===== src/rtl/pwr_rst_pkg.sv =====
package pwr_rst_pkg;
   typedef enum logic [2:0] {
      ST_NO_SUPPLY  = 3'd0,
      ST_WAIT_ONOFF = 3'd1,
      ST_SEQ_ON     = 3'd2,
      ST_ACTIVE     = 3'd3,
      ST_SLEEP      = 3'd4
   } pwr_state_e;

   localparam int CAUSE_W = 4;
   localparam int C_KEY   = 0;
   localparam int C_WDOG  = 1;
   localparam int C_THERM = 2;
   localparam int C_SOFT  = 3;
endpackage


===== src/rtl/pwr_key_hold.sv =====
module pwr_key_hold #(
   parameter int KEY_SEC = 10
) (
   input  logic clk,
   input  logic rst_n,
   input  logic key_held,
   input  logic tick,
   output logic long_hit
);
   localparam int CW = $clog2(KEY_SEC + 1);
   localparam logic [CW-1:0] LIM  = CW'(KEY_SEC);
   localparam logic [CW-1:0] PREV = CW'(KEY_SEC - 1);

   logic [CW-1:0] sec_q;
   logic          hit_q;

   always_ff @(posedge clk or negedge rst_n) begin
      if (!rst_n) begin
         sec_q <= '0;
         hit_q <= 1'b0;
      end else begin
         hit_q <= key_held && tick && (sec_q == PREV);
         if (!key_held)
            sec_q <= '0;
         else if (tick && (sec_q != LIM))
            sec_q <= sec_q + 1'b1;
      end
   end

   assign long_hit = hit_q;
endmodule


===== src/rtl/pwr_seq_stub.sv =====
module pwr_seq_stub #(
   parameter int SEQ_CYC  = 8,
   parameter int CHG_STEP = 3
) (
   input  logic clk,
   input  logic rst_n,
   input  logic run,
   output logic done,
   output logic chg_hit
);
   localparam int CW = $clog2(SEQ_CYC);
   localparam logic [CW-1:0] LAST = CW'(SEQ_CYC - 1);
   localparam logic [CW-1:0] CHGP = CW'(CHG_STEP);

   logic [CW-1:0] step_q;

   always_ff @(posedge clk or negedge rst_n) begin
      if (!rst_n)
         step_q <= '0;
      else if (!run)
         step_q <= '0;
      else if (step_q != LAST)
         step_q <= step_q + 1'b1;
   end

   assign done    = run && (step_q == LAST);
   assign chg_hit = run && (step_q == CHGP);
endmodule


===== src/rtl/pwr_cause_stat.sv =====
module pwr_cause_stat #(
   parameter int W = 4
) (
   input  logic         clk,
   input  logic         rst_n,
   input  logic [W-1:0] set_v,
   input  logic [W-1:0] clr_v,
   output logic [W-1:0] stat
);
   logic [W-1:0] bit_q;

   for (genvar i = 0; i < W; i++) begin : g_bit
      always_ff @(posedge clk or negedge rst_n) begin
         if (!rst_n)
            bit_q[i] <= 1'b0;
         else if (set_v[i])
            bit_q[i] <= 1'b1;
         else if (clr_v[i])
            bit_q[i] <= 1'b0;
      end
   end

   assign stat = bit_q;
endmodule


===== src/rtl/pwr_rst_seq.sv =====
module pwr_rst_seq
   import pwr_rst_pkg::*;
#(
   parameter int SEQ_CYC      = 8,
   parameter int CHG_STEP     = 3,
   parameter int KEY_SEC      = 10,
   parameter int N_RES        = 4,
   parameter bit HAS_OSC_GATE = 1'b1
) (
   input  logic             clk,
   input  logic             rst_n,
   input  logic             main_batt_low,
   input  logic             bkup_batt_low,
   input  logic             on_req,
   input  logic             sw_cold_rst,
   input  logic             key_held,
   input  logic             tick_1hz,
   input  logic             wdog_expired,
   input  logic             therm_shut,
   input  logic             warm_req_n,
   input  logic             sleep_req,
   input  logic             wake_req,
   input  logic             osc_stable,
   input  logic             osc_gate_en,
   input  logic [N_RES-1:0] keep_vsel,
   input  logic [3:0]       stat_clr,
   output logic             host_rst_n,
   output logic             chg_rst_n,
   output logic             warm_reinit,
   output logic [N_RES-1:0] vsel_reload,
   output logic [2:0]       pwr_state,
   output logic [3:0]       turnoff_stat
);
   if (SEQ_CYC < 2) begin : g_bad_seq
      $error("SEQ_CYC must be at least 2");
   end
   if (CHG_STEP >= SEQ_CYC - 1) begin : g_bad_chg
      $error("CHG_STEP must fall before the last sequencing cycle");
   end
   if (KEY_SEC < 1) begin : g_bad_key
      $error("KEY_SEC must be at least 1");
   end
   if (N_RES < 1) begin : g_bad_res
      $error("N_RES must be at least 1");
   end

   pwr_state_e         state_q, state_d;
   logic               restart_q;
   logic               warm_prev_q;
   logic               chg_q;
   logic               reinit_q;
   logic [N_RES-1:0]   reload_q;
   logic               long_hit, seq_done, chg_hit;
   logic               supply_lost, in_run, live, osc_ok;
   logic               warm_fall, warm_take;
   logic [CAUSE_W-1:0] cause_v, down_v;

   pwr_key_hold #(.KEY_SEC(KEY_SEC)) u_key (
      .clk      (clk),
      .rst_n    (rst_n),
      .key_held (key_held),
      .tick     (tick_1hz),
      .long_hit (long_hit)
   );

   pwr_seq_stub #(.SEQ_CYC(SEQ_CYC), .CHG_STEP(CHG_STEP)) u_seq (
      .clk     (clk),
      .rst_n   (rst_n),
      .run     (state_q == ST_SEQ_ON),
      .done    (seq_done),
      .chg_hit (chg_hit)
   );

   pwr_cause_stat #(.W(CAUSE_W)) u_stat (
      .clk   (clk),
      .rst_n (rst_n),
      .set_v (down_v),
      .clr_v (stat_clr),
      .stat  (turnoff_stat)
   );

   if (HAS_OSC_GATE) begin : g_osc_gate
      assign osc_ok = !osc_gate_en || osc_stable;
   end else begin : g_no_osc_gate
      assign osc_ok = 1'b1;
   end

   assign supply_lost = main_batt_low && bkup_batt_low;
   assign in_run      = (state_q == ST_ACTIVE) || (state_q == ST_SLEEP);
   assign live        = in_run || (state_q == ST_SEQ_ON);

   always_comb begin
      cause_v          = '0;
      cause_v[C_KEY]   = long_hit;
      cause_v[C_WDOG]  = wdog_expired;
      cause_v[C_THERM] = therm_shut;
      cause_v[C_SOFT]  = sw_cold_rst;
   end

   assign down_v     = (live && !supply_lost) ? cause_v : '0;
   assign host_rst_n = in_run && osc_ok;
   assign warm_fall  = warm_prev_q && !warm_req_n;
   assign warm_take  = warm_fall && host_rst_n && !supply_lost && !(|down_v);

   always_comb begin
      state_d = state_q;
      if (supply_lost)
         state_d = ST_NO_SUPPLY;
      else if (|down_v)
         state_d = ST_WAIT_ONOFF;
      else if (warm_take)
         state_d = ST_SEQ_ON;
      else begin
         unique case (state_q)
            ST_NO_SUPPLY:  state_d = ST_SEQ_ON;
            ST_WAIT_ONOFF: if (restart_q || on_req) state_d = ST_SEQ_ON;
            ST_SEQ_ON:     if (seq_done)  state_d = ST_ACTIVE;
            ST_ACTIVE:     if (sleep_req) state_d = ST_SLEEP;
            ST_SLEEP:      if (wake_req)  state_d = ST_ACTIVE;
            default:       state_d = ST_NO_SUPPLY;
         endcase
      end
   end

   always_ff @(posedge clk or negedge rst_n) begin
      if (!rst_n) begin
         state_q     <= ST_NO_SUPPLY;
         restart_q   <= 1'b0;
         warm_prev_q <= 1'b1;
         chg_q       <= 1'b0;
         reinit_q    <= 1'b0;
         reload_q    <= '0;
      end else begin
         state_q     <= state_d;
         warm_prev_q <= warm_req_n;
         reinit_q    <= warm_take;
         reload_q    <= warm_take ? ~keep_vsel : '0;

         if (supply_lost)
            restart_q <= 1'b0;
         else if (down_v[C_SOFT])
            restart_q <= 1'b1;
         else if (state_q == ST_WAIT_ONOFF)
            restart_q <= 1'b0;

         if (state_q == ST_NO_SUPPLY)
            chg_q <= 1'b0;
         else if (chg_hit)
            chg_q <= 1'b1;
      end
   end

   assign chg_rst_n   = chg_q;
   assign warm_reinit = reinit_q;
   assign vsel_reload = reload_q;
   assign pwr_state   = state_q;
endmodule


===== config.mk =====
export PLATFORM = sky130hd
export DESIGN_NAME = pwr_rst_seq
export DESIGN_NICKNAME = d
export VERILOG_FILES = /design/src/rtl/pwr_rst_pkg.sv /design/src/rtl/pwr_key_hold.sv /design/src/rtl/pwr_seq_stub.sv /design/src/rtl/pwr_cause_stat.sv /design/src/rtl/pwr_rst_seq.sv
export SDC_FILE = /design/constraint.sdc
export NUM_CORES = 1
export LEC_CHECK = 0
export ABC_AREA = 1
export ABC_CLOCK_PERIOD_IN_PS = 1440
export BUFFER_PORTS_ARGS = -buffer_cell sky130_fd_sc_hd__buf_2
export CORE_MARGIN = 2
export CORE_UTILIZATION = 44
export CTS_CLUSTER_SIZE = 24
export DETAILED_ROUTE_END_ITERATION = 12
export GPL_ROUTABILITY_DRIVEN = 1
export PLACE_DENSITY = 0.75
export SLEW_MARGIN = 20
export SYNTH_ARGS = -nofsm -noshare
export SYNTH_HDL_FRONTEND = slang
export SYNTH_SLANG_ARGS = --single-unit
export TNS_END_PERCENT = 100

===== constraint.sdc =====
create_clock -name clk -period 1.44 [get_ports clk]
set_clock_uncertainty 0.2 [all_clocks]
set_input_delay 0.288 -clock clk [delete_from_list [all_inputs] [get_ports clk]]
set_output_delay 0.288 -clock clk [all_outputs]
set_load 0.02 [all_outputs]

## Word level (Yosys, flattened, before mapping)

Index checks and enable logic that the tools add are counted.
Widths: inputs -> output; s select.

- Word-level logic and storage cells: 87
- Flip-flop bits (word level): 23
- Output and inout port bits: 14
- Input port bits: 23

- Multiplexer cells: 27
- Bitwise gates (word level): 1
- Equality and inequality tests: 15
- $add $sub $neg: 2
- Reductions and logical operators: 29

Operator list:

| cell | count |
|---|---|
| $mux 3 | 9 |
| $mux 4 | 4 |
| $pmux 3 s5 | 1 |
| $mux 1 | 13 |
| $logic_and 1x1->1 | 12 |
| $ne 5x4->1 const B | 2 |
| $ne 5x5->1 const B | 2 |
| $reduce_bool 2->1 | 5 |
| $eq 3x2->1 const B | 3 |
| $eq 3x3->1 const B | 2 |
| $add 4x1->4 const B | 1 |
| $eq 4x4->1 const B | 1 |
| $logic_not 1->1 | 4 |
| $logic_or 1x1->1 | 4 |
| $ne 4x4->1 const B | 1 |
| $not 4->4 | 1 |
| $reduce_and 4->1 | 1 |
| $reduce_or 4->1 | 1 |
| $add 3x1->3 const B | 1 |
| $eq 3x1->1 const B | 1 |
| $logic_not 3->1 | 1 |
| $ne 3x3->1 const B | 1 |
| $reduce_bool 3->1 | 1 |
| $ne 2x1->1 const B | 1 |
| $ne 2x2->1 const B | 1 |

## Logic depth before layout (Yosys ltp)

Gate-level depths: netlist (run 1).

- Depth after elaboration: 11
- Depth in mapped cells: 10
- Depth with buffers taken out: 10

## Cells and area by module

Synthesis (run 1) repeated with hierarchy kept, for this count alone.

- Cells, all modules: 163
- Area total of the unflattened synthesis: 1275.0 um2

By module, submodules not included:

| module | instances | area an instance (um2) | sequential area each (um2) | cells each |
|---|---|---|---|---|
| pwr_rst_seq | 1 | 629.4 | 276.5 | 83 |
| pwr_key_hold | 1 | 294.0 | 125.1 | 36 |
| pwr_seq_stub | 1 | 191.4 | 75.1 | 24 |
| pwr_cause_stat | 1 | 160.2 | 100.1 | 20 |

## Worst setup path after synthesis (run 1)

OpenSTA, ideal clock, no wires.

- Path type: reg-to-reg
- Start: register state_q[1], in the netlist pwr_state[1]
- End: register state_q[0], in the netlist pwr_state[0]
- Period minus slack after synthesis: 1.627 ns
- Required time: 1.123 ns
- Arrival time: 1.310 ns
- Cell stages (with the launch flop): 11
- Path slack: -0.187 ns
- Library setup time: 0.117 ns
- Buffers on the path: 0
- Cell sequence: dfrtp_1 nor2_2 nand2_2 nand2_1 nand2_2 nor2_4 nand3_2 nand2_1 nor2_1 nand2_1 nand2_1

- Word-level cells in the longest chain between the ends: 11
- Elaborated cells between the ends (all ways): 25
- Classes of those cells: eq/ne: 8; mux: 5; reduce/logical: 12

RTL lines:

| element | line | text |
|---|---|---|
| from (decl) | pwr_rst_seq.sv:47 | `pwr_state_e state_q, state_d;` |
| from (signal assigned) | pwr_rst_seq.sv:134 | `state_q <= state_d;` |
| branches (longest 11 deep; another with $ne 5x5->1) | -- |  |

Parallel ways; which one is timed is not known.
A chain may end at the register's enable or synchronous reset.

## Worst setup path in the final report (run 1)

- Start: register state_q[2], in the netlist pwr_state[2]
- End: output host_rst_n

- Word-level cells in the longest chain between the ends: 3
- Elaborated cells between the ends (all ways): 4
- Classes of those cells: eq/ne: 2; reduce/logical: 2

RTL lines:

| element | line | text |
|---|---|---|
| $eq 3x2->1 or $eq 3x3->1 (tied branches) | pwr_rst_seq.sv:89 | `assign in_run = (state_q == ST_ACTIVE) \|\| (state_q == ST_SLEEP);` |
| $logic_or 1x1->1 * | pwr_rst_seq.sv:89 |  |
| $logic_and 1x1->1 * | pwr_rst_seq.sv:101 | `assign host_rst_n = in_run && osc_ok;` |
| to (decl) | pwr_rst_seq.sv:27 | `output logic host_rst_n,` |

Mark *: on every way between the ends. The rest lies on a longest branch, timed or not.

==> results.py, run 1 <==
metrics = {
    "setup_path": {
        "timing.critical_path.mode_cell": "nand2_4",
        "worstSetupEndpointType": "output port",
        "max_stage_delay_ns": 0.48,
        "worst-setup-path-type": "flip-flop to output port",
        "cp_max_fo": 3,
        "cp_slowest_cell": "dfrtp_2",
        "start_kind": "flip-flop",
        "arrival_ns": 1.28,
        "cp.required_ns": 0.95,
        "crit_chain": "inv_4, nand3_2, nand2_4, nand2_4, inv_2, buf_6",
        "rrSetupSlack_ns": -0.28,
    },
    "routing": {
        "via_per_inst": 4.95,
        "drt-initial-drc-count": 27,
        "wl_per_cell_um": 13.8,
        "ant_nets": 0,
        "vias": 1149,
        "dr.pass1.iters": 4,
        "drt-total-wl_um": 3190,
        "drc": 0,
    },
    "cts": {
        "cts_root_buf": "clkbuf_4",
        "clock_latency_ns": 0.31,
        "cts_buffer_depth": 2,
        "ctsHtreeMaxLevel": 1,
        "cts_sinks": 23,
        "cts.clk_slew.worst_paths_ns": 0.13,
        "cts_tree": "done",
        "numCtsBuffers": 3,
    },
    "synth": {
        "synth_cells": 132,
        "synth_edf_count": 0,
        "yosysTopAreaCell": "dfrtp_1",
        "synth_most_common_cell": "dfrtp_1",
        "ys_seq_area_share_pct": 50.2,
        "synth_nets": 161,
        "synthTopCellsByCount": "dfrtp_1, nand2_1, inv_1, nor2_1, nand3_1",
        "yosys-top-cells-area": "dfrtp_1, nand2_1, ha_1",
        "synthDistinctLibCells": 22,
        "syn_area_per_cell_um2": 8.70,
        "yosysWarnings": 0,
        "synth_seq_cells": 23,
        "synthFlopType": "dfrtp_1",
        "asyncSetResetFlopFracSynth_pct": 100,
        "yosysTopAreaCellShare_pct": 47.9,
        "synthesis.area_mm2": 0.00115,
    },
    "grt": {
        "overflow": 0,
        "grt_pass1_wl_um": 4690,
        "grt.total_usage_pct": 22.1,
        "grt_pass1_vias": 1131,
        "antenna_found_initial": 0,
        "grt_max_degree": 24,
    },
    "floorplan": {
        "start_util_pct": 46.4,
        "ioPinCount": 37,
        "die_h_um": 55.1,
        "rows": 18,
        "core_area_mm2": 0.00248,
        "die_area_mm2": 0.00303,
        "die_w_um": 55.1,
    },
    "run_status": {
        "violations": "setup timing",
        "status": "finished with violations",
    },
    "placed_design": {
        "placedInstanceArea_mm2": 0.00148,
        "post-dp-hpwl_um": 2030,
        "placedCellCount": 210,
        "port_buffers": 36,
        "place.gp.congestion": 0.814,
    },
    "timing": {
        "hold_viol": 0,
        "tightestPinTransition_ns": 0.511,
        "setup_viol": 20,
        "period_share_pct": 123,
        "fmax_mhz": 566,
        "grt_setup_unrepaired": "true",
        "fin_ws_ns": -0.326,
        "slew_headroom_pct": 65.9,
        "slew_viol_final": 0,
        "fin_crit_ns": 1.77,
    },
    "cells_and_area": {
        "fillCellCount": 166,
        "fin_nets": 232,
        "final_cells": 232,
        "drive_above_1_share_pct": 52.0,
        "utilization_pct": 75.3,
        "finalInstanceArea_mm2": 0.00187,
        "antenna_cells": 0,
        "syn_to_final_growth_pct": 62.4,
    },
    "worst_hold_path": {
        "hp-class": "input port to flip-flop",
    },
    "power_and_ir_drop": {
        "power_w": 0.00256,
        "leakagePower_nw": 0.954,
        "ir_worst_vdd_mv": 1.03,
        "p_per_area_mw_per_mm2": 1370,
    },
    "flow_run": {
        "maxCapViolCount": 0,
    },
}
final cells by class:
class	instances	area [um2]	area share (%)
multi-input combinational	89	681	36.5
inverter	20	78.8	4.23
timing repair buffer	66	462	24.7
tap	30	37.5	2.01
clock buffer	4	26.3	1.41
sequential	23	581	31.1
logic make-up (layout without fill, tap and decap cells):
| logic type | count (synthesis) | after routing | share of synthesized area, % |
|---|---|---|---|
| DFF | 23 | 23 | 50.2 |
| AOI/OAI and AO/OA | 19 | 19 | 9.91 |
| adders and majority gates | 6 | 6 | 6.54 |
| xor gates and xnor gates | 1 | 1 | 0.763 |
| buffers and inverters | 20 | 90 | 6.64 |
| muxes | 1 | 1 | 0.871 |
| and+or+nand+nor | 62 | 62 | 25.1 |
metrics by stage:
stage	worst slack [ns]	hold slack, ns	TNS (ns)
3_5_place_dp	-0.136	0.0889	-0.828
2_1_floorplan	-0.106	-0.208	-0.272
3_3_place_gp	-0.133	0.0932	-0.788
6_report	-0.326	0.0366	-2.99
5_1_grt	-0.386	0.0294	-4.16
4_1_cts	-0.298	0.0297	-1.90
where the power goes:
part	switching [W]	internal [W]
clock	0.000194	0.000108
sequential	0.000105	0.000766
combinational	0.000782	0.000605
total	0.00108	0.00148
metal layers:
metal  GRT usage [%]  part of all wire (%)  wire [um]
met2            41.7                    55       1770
met5               0                     0          0
met4            8.13                   1.8         59
met3            3.76                   2.9         92
met1            24.5                    40       1270
cells in the final DEF, fill, tap and decap left out, types with 3 or more instances in the layout:
| cell | count |
|---|---|
| buf_2 | 34 |
| nand2_2 | 8 |
| dfrtp_1 | 19 |
| o21ai_0 | 4 |
| o21ai_1 | 5 |
| buf_6 | 7 |
| dfrtp_2 | 3 |
| nand2_4 | 7 |
| nand2_1 | 10 |
| ha_1 | 3 |
| buf_4 | 15 |
| dlygate4sd3_1 | 10 |
| nor2_4 | 6 |
| nor2_1 | 9 |
| clkbuf_4 | 3 |
| a21oi_1 | 3 |
| nor2_2 | 5 |
| inv_1 | 16 |
| nand3_1 | 9 |
repair_timing:
action | in CTS | in global routing
resized for setup | 28 | 31
endpoints found under the hold margin | 31 | 0
endpoints found under the setup margin | 12 | 22
pin swaps | 6 | 8
setup buffers | 6 | 2
hold buffers | 10 | 0
critical path: cells and delay by family (launching register included):
family,cells,cell delay [ns]
flops,1,0.48
buf+inv,3,0.22
simple gates,3,0.26
state kept, by name, indices dropped and copies added, names as in the netlist:
name / count
chg_rst_n: 1
vsel_reload: 4
warm_reinit: 1
u_key.sec_q: 4
u_stat.stat: 4
warm_prev_q: 1
pwr_state: 3
restart_q: 1
u_seq.step_q: 3
u_key.long_hit: 1
worst paths after layout:
kind	start	to	cells past startpoint
max	pwr_state[2]	host_rst_n	6
min	key_held	u_key.sec_q[2]	3
max reg2reg	pwr_state[2]	pwr_state[1]	11
min reg2reg	chg_rst_n	chg_rst_n	1
max in group asynchronous	rst_n	pwr_state[1]	2
min in group asynchronous	rst_n	warm_reinit	2
Power figures use the tool's default switching activity.
==> run 2, diff against run 1 <==
CORE_ASPECT_RATIO = 0.75   (was default)
PLACE_DENSITY = 0.77   (was 0.75)
==> run 2 against run 1 <==
The flow still finishes with violations (setup timing). Die area is 0.14% higher. Sequential cell count stayed put. Global-route usage is 1.4 points lower. Final area is 1.0% higher. First-iteration DRC count is 26% higher. Maximum frequency is 4.5% lower. Power is 6.3% higher.
==> results.py, run 2 (synthesis gave the netlist of run 1 again) <==
metrics = {
    "cells_and_area": {
        "fin_nets": 238,
        "drive_above_1_share_pct": 51.0,
        "final_common_cell": "buf_2",
        "fillCellCount": 185,
        "mostFrequentLayoutCells": "buf_2, buf_4, dfrtp_1",
        "syn_to_final_growth_pct": 64.1,
        "antenna_cells": 0,
        "finalInstanceArea_mm2": 0.00188,
    },
    "power_and_ir_drop": {
        "ir_worst_vdd_mv": 0.745,
        "p_per_area_mw_per_mm2": 1440,
        "leakagePower_nw": 0.970,
        "power_w": 0.00272,
    },
    "routing": {
        "routed-wl-met3_um": 159,
        "via_per_inst": 4.95,
        "highest_layer": "met4",
        "ant_nets": 0,
        "wl_met2_um": 1820,
        "drc": 0,
        "drt-initial-drc-count": 34,
        "drt-total-wl_um": 3390,
        "wirelength_met1_um": 1340,
        "dr.pass1.iters": 4,
        "wl_per_cell_um": 13.9,
        "vias": 1209,
    },
    "timing": {
        "fin_tns_setup_ns": -3.68,
        "fin_ws_ns": -0.410,
        "fmax_mhz": 541,
        "setup_viol": 21,
        "period_share_pct": 128,
        "slew_headroom_pct": 65.2,
        "hold_slack_ns": 0.0312,
        "grt_setup_unrepaired": "true",
        "fin_crit_ns": 1.85,
        "tightestPinTransition_ns": 0.522,
        "slew_viol_final": 0,
        "hold_viol": 0,
    },
    "grt": {
        "grt_max_degree": 24,
        "overflow": 0,
        "grt_pass1_wl_um": 4710,
        "antenna_found_initial": 0,
        "grt_pass1_vias": 1088,
        "grt.total_usage_pct": 20.7,
    },
    "cts": {
        "clock_latency_ns": 0.31,
        "numCtsBuffers": 3,
        "cts_buffer_depth": 2,
        "cts_sinks": 23,
        "cts_tree": "done",
        "cts_root_buf": "clkbuf_4",
        "cts.clk_slew.worst_paths_ns": 0.13,
        "ctsHtreeMaxLevel": 1,
    },
    "setup_path": {
        "reg2reg_to": "pwr_state[1]",
        "start_kind": "flip-flop",
        "worstSetupEndpointType": "output port",
        "arrival_ns": 1.36,
        "max_stage_delay_ns": 0.45,
        "setup.worst_path.start": "pwr_state[2]",
        "cp.required_ns": 0.95,
        "rrSetupSlack_ns": -0.41,
        "critPathBufInv": 3,
        "worst-setup-path-type": "flip-flop to output port",
        "rr_worst_depth": 11,
        "worstSetupEndpoint": "host_rst_n",
        "cp_max_fo": 6,
        "cp_slowest_cell": "dfrtp_2",
        "crit_chain": "inv_2, nand3_2, nand2_2, nand2_2, inv_2, buf_6",
        "cp.depth": 6,
        "critPathTopFamily": "flip-flops",
        "r2r-start": "pwr_state[2]",
    },
    "floorplan": {
        "core_area_mm2": 0.00254,
        "die_w_um": 63.0,
        "die_h_um": 48.2,
        "ioPinCount": 37,
        "start_util_pct": 45.2,
        "die_area_mm2": 0.00304,
        "rows": 16,
    },
    "placed_design": {
        "placedInstanceArea_mm2": 0.00150,
        "place.gp.congestion": 0.820,
        "port_buffers": 36,
        "post-dp-hpwl_um": 2120,
    },
    "worst_hold_path": {
        "hp-class": "input port to flip-flop",
        "hold_depth": 3,
    },
    "run_status": {
        "violations": "setup timing",
        "status": "finished with violations",
    },
    "flow_run": {
        "maxCapViolCount": 0,
    },
}
==> run 2: cell count changes in the layout (fill, tap and decap cells not counted), sizes merged <==
| cell | previous run | this run |
|---|---|---|
| buf | 56 | 62 |
| clkbuf | 4 | 3 |
| clkinv | 1 | 2 |
==> run 2: timing repair <==
item | 4_1_cts | 5_1_grt
pin swaps | 7 | 8
setup endpoints to repair | 18 | 23
hold endpoints to repair | 31 | 0
buffers inserted | 9 | 5
resized for setup | 27 | 22
hold buffers | 10 | 0
==> run 2: final cells by class <==
type / count / area (um2) / share of cell area, %
well taps: 36 / 45.0 / 2.39
clock inverters: 1 / 5.00 / 0.266
inverters: 20 / 76.3 / 4.05
multi-input cells: 89 / 639 / 33.9
repair buffers: 72 / 515 / 27.4
clock buffers: 3 / 22.5 / 1.20
flip-flops and latches: 23 / 581 / 30.8
==> run 2: worst min path at each step <==
stage            startpoint             end  slack [ns]
6_report           tick_1hz  u_key.long_hit        0.03
5_1_grt        wdog_expired  u_stat.stat[1]        0.03
4_1_cts            tick_1hz  u_key.long_hit        0.02
3_5_place_dp          rst_n       chg_rst_n        0.09
3_3_place_gp          rst_n       chg_rst_n        0.08
2_1_floorplan         rst_n       chg_rst_n       -0.21
==> run 2: through the flow <==
| stage | util (%) | std cells | worst slack [ns] |
|---|---|---|---|
| 4_1_cts | 70.3 | 240 | -0.313 |
| 6_report | 74.1 | 244 | -0.410 |
| 5_1_grt | 74.1 | 244 | -0.471 |
| 3_3_place_gp | 59.1 | 218 | -0.127 |
| 3_5_place_dp | 59.1 | 218 | -0.188 |
| 2_1_floorplan | - | 132 | -0.106 |
==> run 2: layer usage <==
layer  up-vias  global-route usage [%]
li1        580                       -
met4         0                    6.22
met1       583                    22.6
met5         -                       0
met2        38                    41.9
met3         8                    5.31
==> run 2: where the power goes <==
part / switching [W] / internal [W] / total (W)
logic: 0.000830 / 0.000723 / 0.00155
registers: 0.000100 / 0.000766 / 0.000866
clock network: 0.000199 / 0.000104 / 0.000302
==> run 2: tightest hold or removal path: cells and delay by family <==
family	cells	cell delay, ns
buffers and inverters	1	0.12
and+or+nand+nor	2	0.11
==> run 3, diff against run 2 <==
CORE_MARGIN = default   (was 2)
==> run 3 against run 2 <==
The flow still finishes with violations (setup timing). Largest power group unchanged. Maximum frequency increased by 4.9%. Combinational power down 3%. Critical path type unchanged. Non-clock buffer count is 2 higher. Worst setup slack better by 0.087 ns. Count of clock-buffer cells in the layout unchanged. Cell count is the same. Register-to-register slack better by 0.16 ns.
==> results.py, run 3 (synthesis gave the netlist of run 1 again) <==
metrics = {
    "run_status": {
        "violations": "setup timing",
        "status": "finished with violations",
    },
    "cts": {
        "cts_root_buf": "clkbuf_4",
        "clock_latency_ns": 0.32,
        "numCtsBuffers": 3,
        "cts_buffer_depth": 2,
        "ctsHtreeMaxLevel": 1,
        "cts_tree": "done",
        "cts_sinks": 23,
        "cts.clk_slew.worst_paths_ns": 0.13,
    },
    "timing": {
        "hold_slack_ns": 0.0293,
        "fin_tns_setup_ns": -2.50,
        "fmax_mhz": 567,
        "fin_crit_ns": 1.76,
        "setup_viol": 15,
        "fin_ws_ns": -0.323,
        "hold_viol": 0,
        "tightestPinTransition_ns": 0.527,
        "period_share_pct": 122,
        "slew_headroom_pct": 64.9,
        "slew_viol_final": 0,
        "grt_setup_unrepaired": "true",
    },
    "placed_design": {
        "post-dp-hpwl_um": 2080,
        "place.gp.congestion": 0.832,
        "placedCellCount": 217,
        "port_buffers": 36,
    },
    "grt": {
        "grt_pass1_vias": 1185,
        "grt_pass1_wl_um": 4910,
        "grt.total_usage_pct": 24.5,
        "antenna_found_initial": 0,
        "grt_max_degree": 24,
        "overflow": 0,
    },
    "routing": {
        "drc": 0,
        "ant_nets": 0,
        "drt-initial-drc-count": 43,
        "dr.pass1.iters": 4,
        "vias": 1178,
        "via_per_inst": 4.83,
        "wl_per_cell_um": 14.1,
        "drt-total-wl_um": 3440,
    },
    "power_and_ir_drop": {
        "p_per_area_mw_per_mm2": 1380,
        "leakagePower_nw": 0.984,
        "ir_worst_vdd_mv": 0.878,
        "power_w": 0.00268,
    },
    "setup_path": {
        "worst-setup-path-type": "flip-flop to output port",
        "cp_max_fo": 4,
        "cp_slowest_cell": "dfrtp_2",
        "critPathBufInv": 3,
        "max_stage_delay_ns": 0.47,
        "crit_chain": "buf_6, nand3_4, nand2_2, nand2_2, inv_2, buf_6",
        "cp.required_ns": 0.95,
        "worstSetupEndpointType": "output port",
        "start_kind": "flip-flop",
        "critPathTopFamily": "flip-flops",
        "arrival_ns": 1.27,
    },
    "cells_and_area": {
        "final_common_cell": "buf_2",
        "antenna_cells": 0,
        "mostFrequentLayoutCells": "buf_2, dfrtp_1, buf_4",
        "drive_above_1_share_pct": 50.5,
        "syn_to_final_growth_pct": 69.3,
        "final_cells": 244,
        "fin_nets": 240,
    },
    "flow_run": {
        "maxCapViolCount": 0,
    },
    "floorplan": {
        "ioPinCount": 37,
        "start_util_pct": 48.2,
        "rows": 15,
        "core_area_mm2": 0.00238,
        "die_h_um": 46.2,
        "die_area_mm2": 0.00282,
        "die_w_um": 61.0,
    },
    "worst_hold_path": {
        "hp-class": "input port to flip-flop",
    },
}
## run 3: cell count changes in the layout (fill, tap and decap cells not counted), moves of 2 or more
cell / delta
buf_6: +3
buf_4: -3
nand3_2: -2
nand3_4: +2
## run 3: what timing repair did
item | 4_1_cts | 5_1_grt
buffers inserted | 8 | 7
gates cloned | 0 | 0
endpoints found under the hold margin | 31 | 0
hold buffers | 10 | 0
pin swaps | 3 | 12
setup endpoints to repair | 13 | 22
resized for setup | 26 | 29
## run 3: cell type report
type                    count  area (um2)
repair buffers             74         552
inverters                  20        78.8
clock inverters             1        5.00
fillers                   151         439
multi-input cells          89         663
flip-flops and latches     23         581
well taps                  34        42.5
clock buffers               3        22.5
## run 3: power by group
| group | internal (W) | switching, W |
|---|---|---|
| clock network | 0.000104 | 0.000205 |
| logic | 0.000716 | 0.000779 |
| registers | 0.000766 | 0.000104 |
| total | 0.00159 | 0.00109 |
## run 3: worst register-to-register path, delay by kind of cell, from the launching register on
kind / cells / cell delay (ns)
AOI/OAI and AO/OA: 1 / 0.11
buffers and inverters: 1 / 0.16
DFF: 1 / 0.47
and+or+nand+nor: 7 / 0.67
## run 3: worst paths after layout
| path | startpoint | end | slack [ns] | depth (start not counted) |
|---|---|---|---|---|
| min in group asynchronous | rst_n | u_seq.step_q[2] | 0.26 | 2 |
| worst max register to register | pwr_state[1] | pwr_state[0] | -0.25 | 9 |
| max in group asynchronous | rst_n | pwr_state[1] | 0.41 | 2 |
| worst max-delay path | pwr_state[1] | host_rst_n | -0.32 | 6 |
| worst min register to register | u_stat.stat[0] | u_stat.stat[0] | 0.32 | 2 |
| worst min-delay path | therm_shut | u_stat.stat[2] | 0.03 | 3 |
## run 3: layer usage
metal	track usage (%)	vias up	wire (um)
met5	0	-	0
met4	4.55	0	26
met3	5.62	4	147
met2	47.0	36	1940
met1	28.3	556	1320
li1	-	582	-
## run 3: per-stage QoR
step | utilization [%] | worst slack, ns | cell area, um2
after CTS | 75.7 | -0.319 | 1800
after floorplan | - | -0.106 | 1170
after global routing | 81.6 | -0.369 | 1940
final | 81.6 | -0.323 | 1940
after detailed placement | 63.3 | -0.152 | 1510
after global placement | 63.3 | -0.116 | 1510
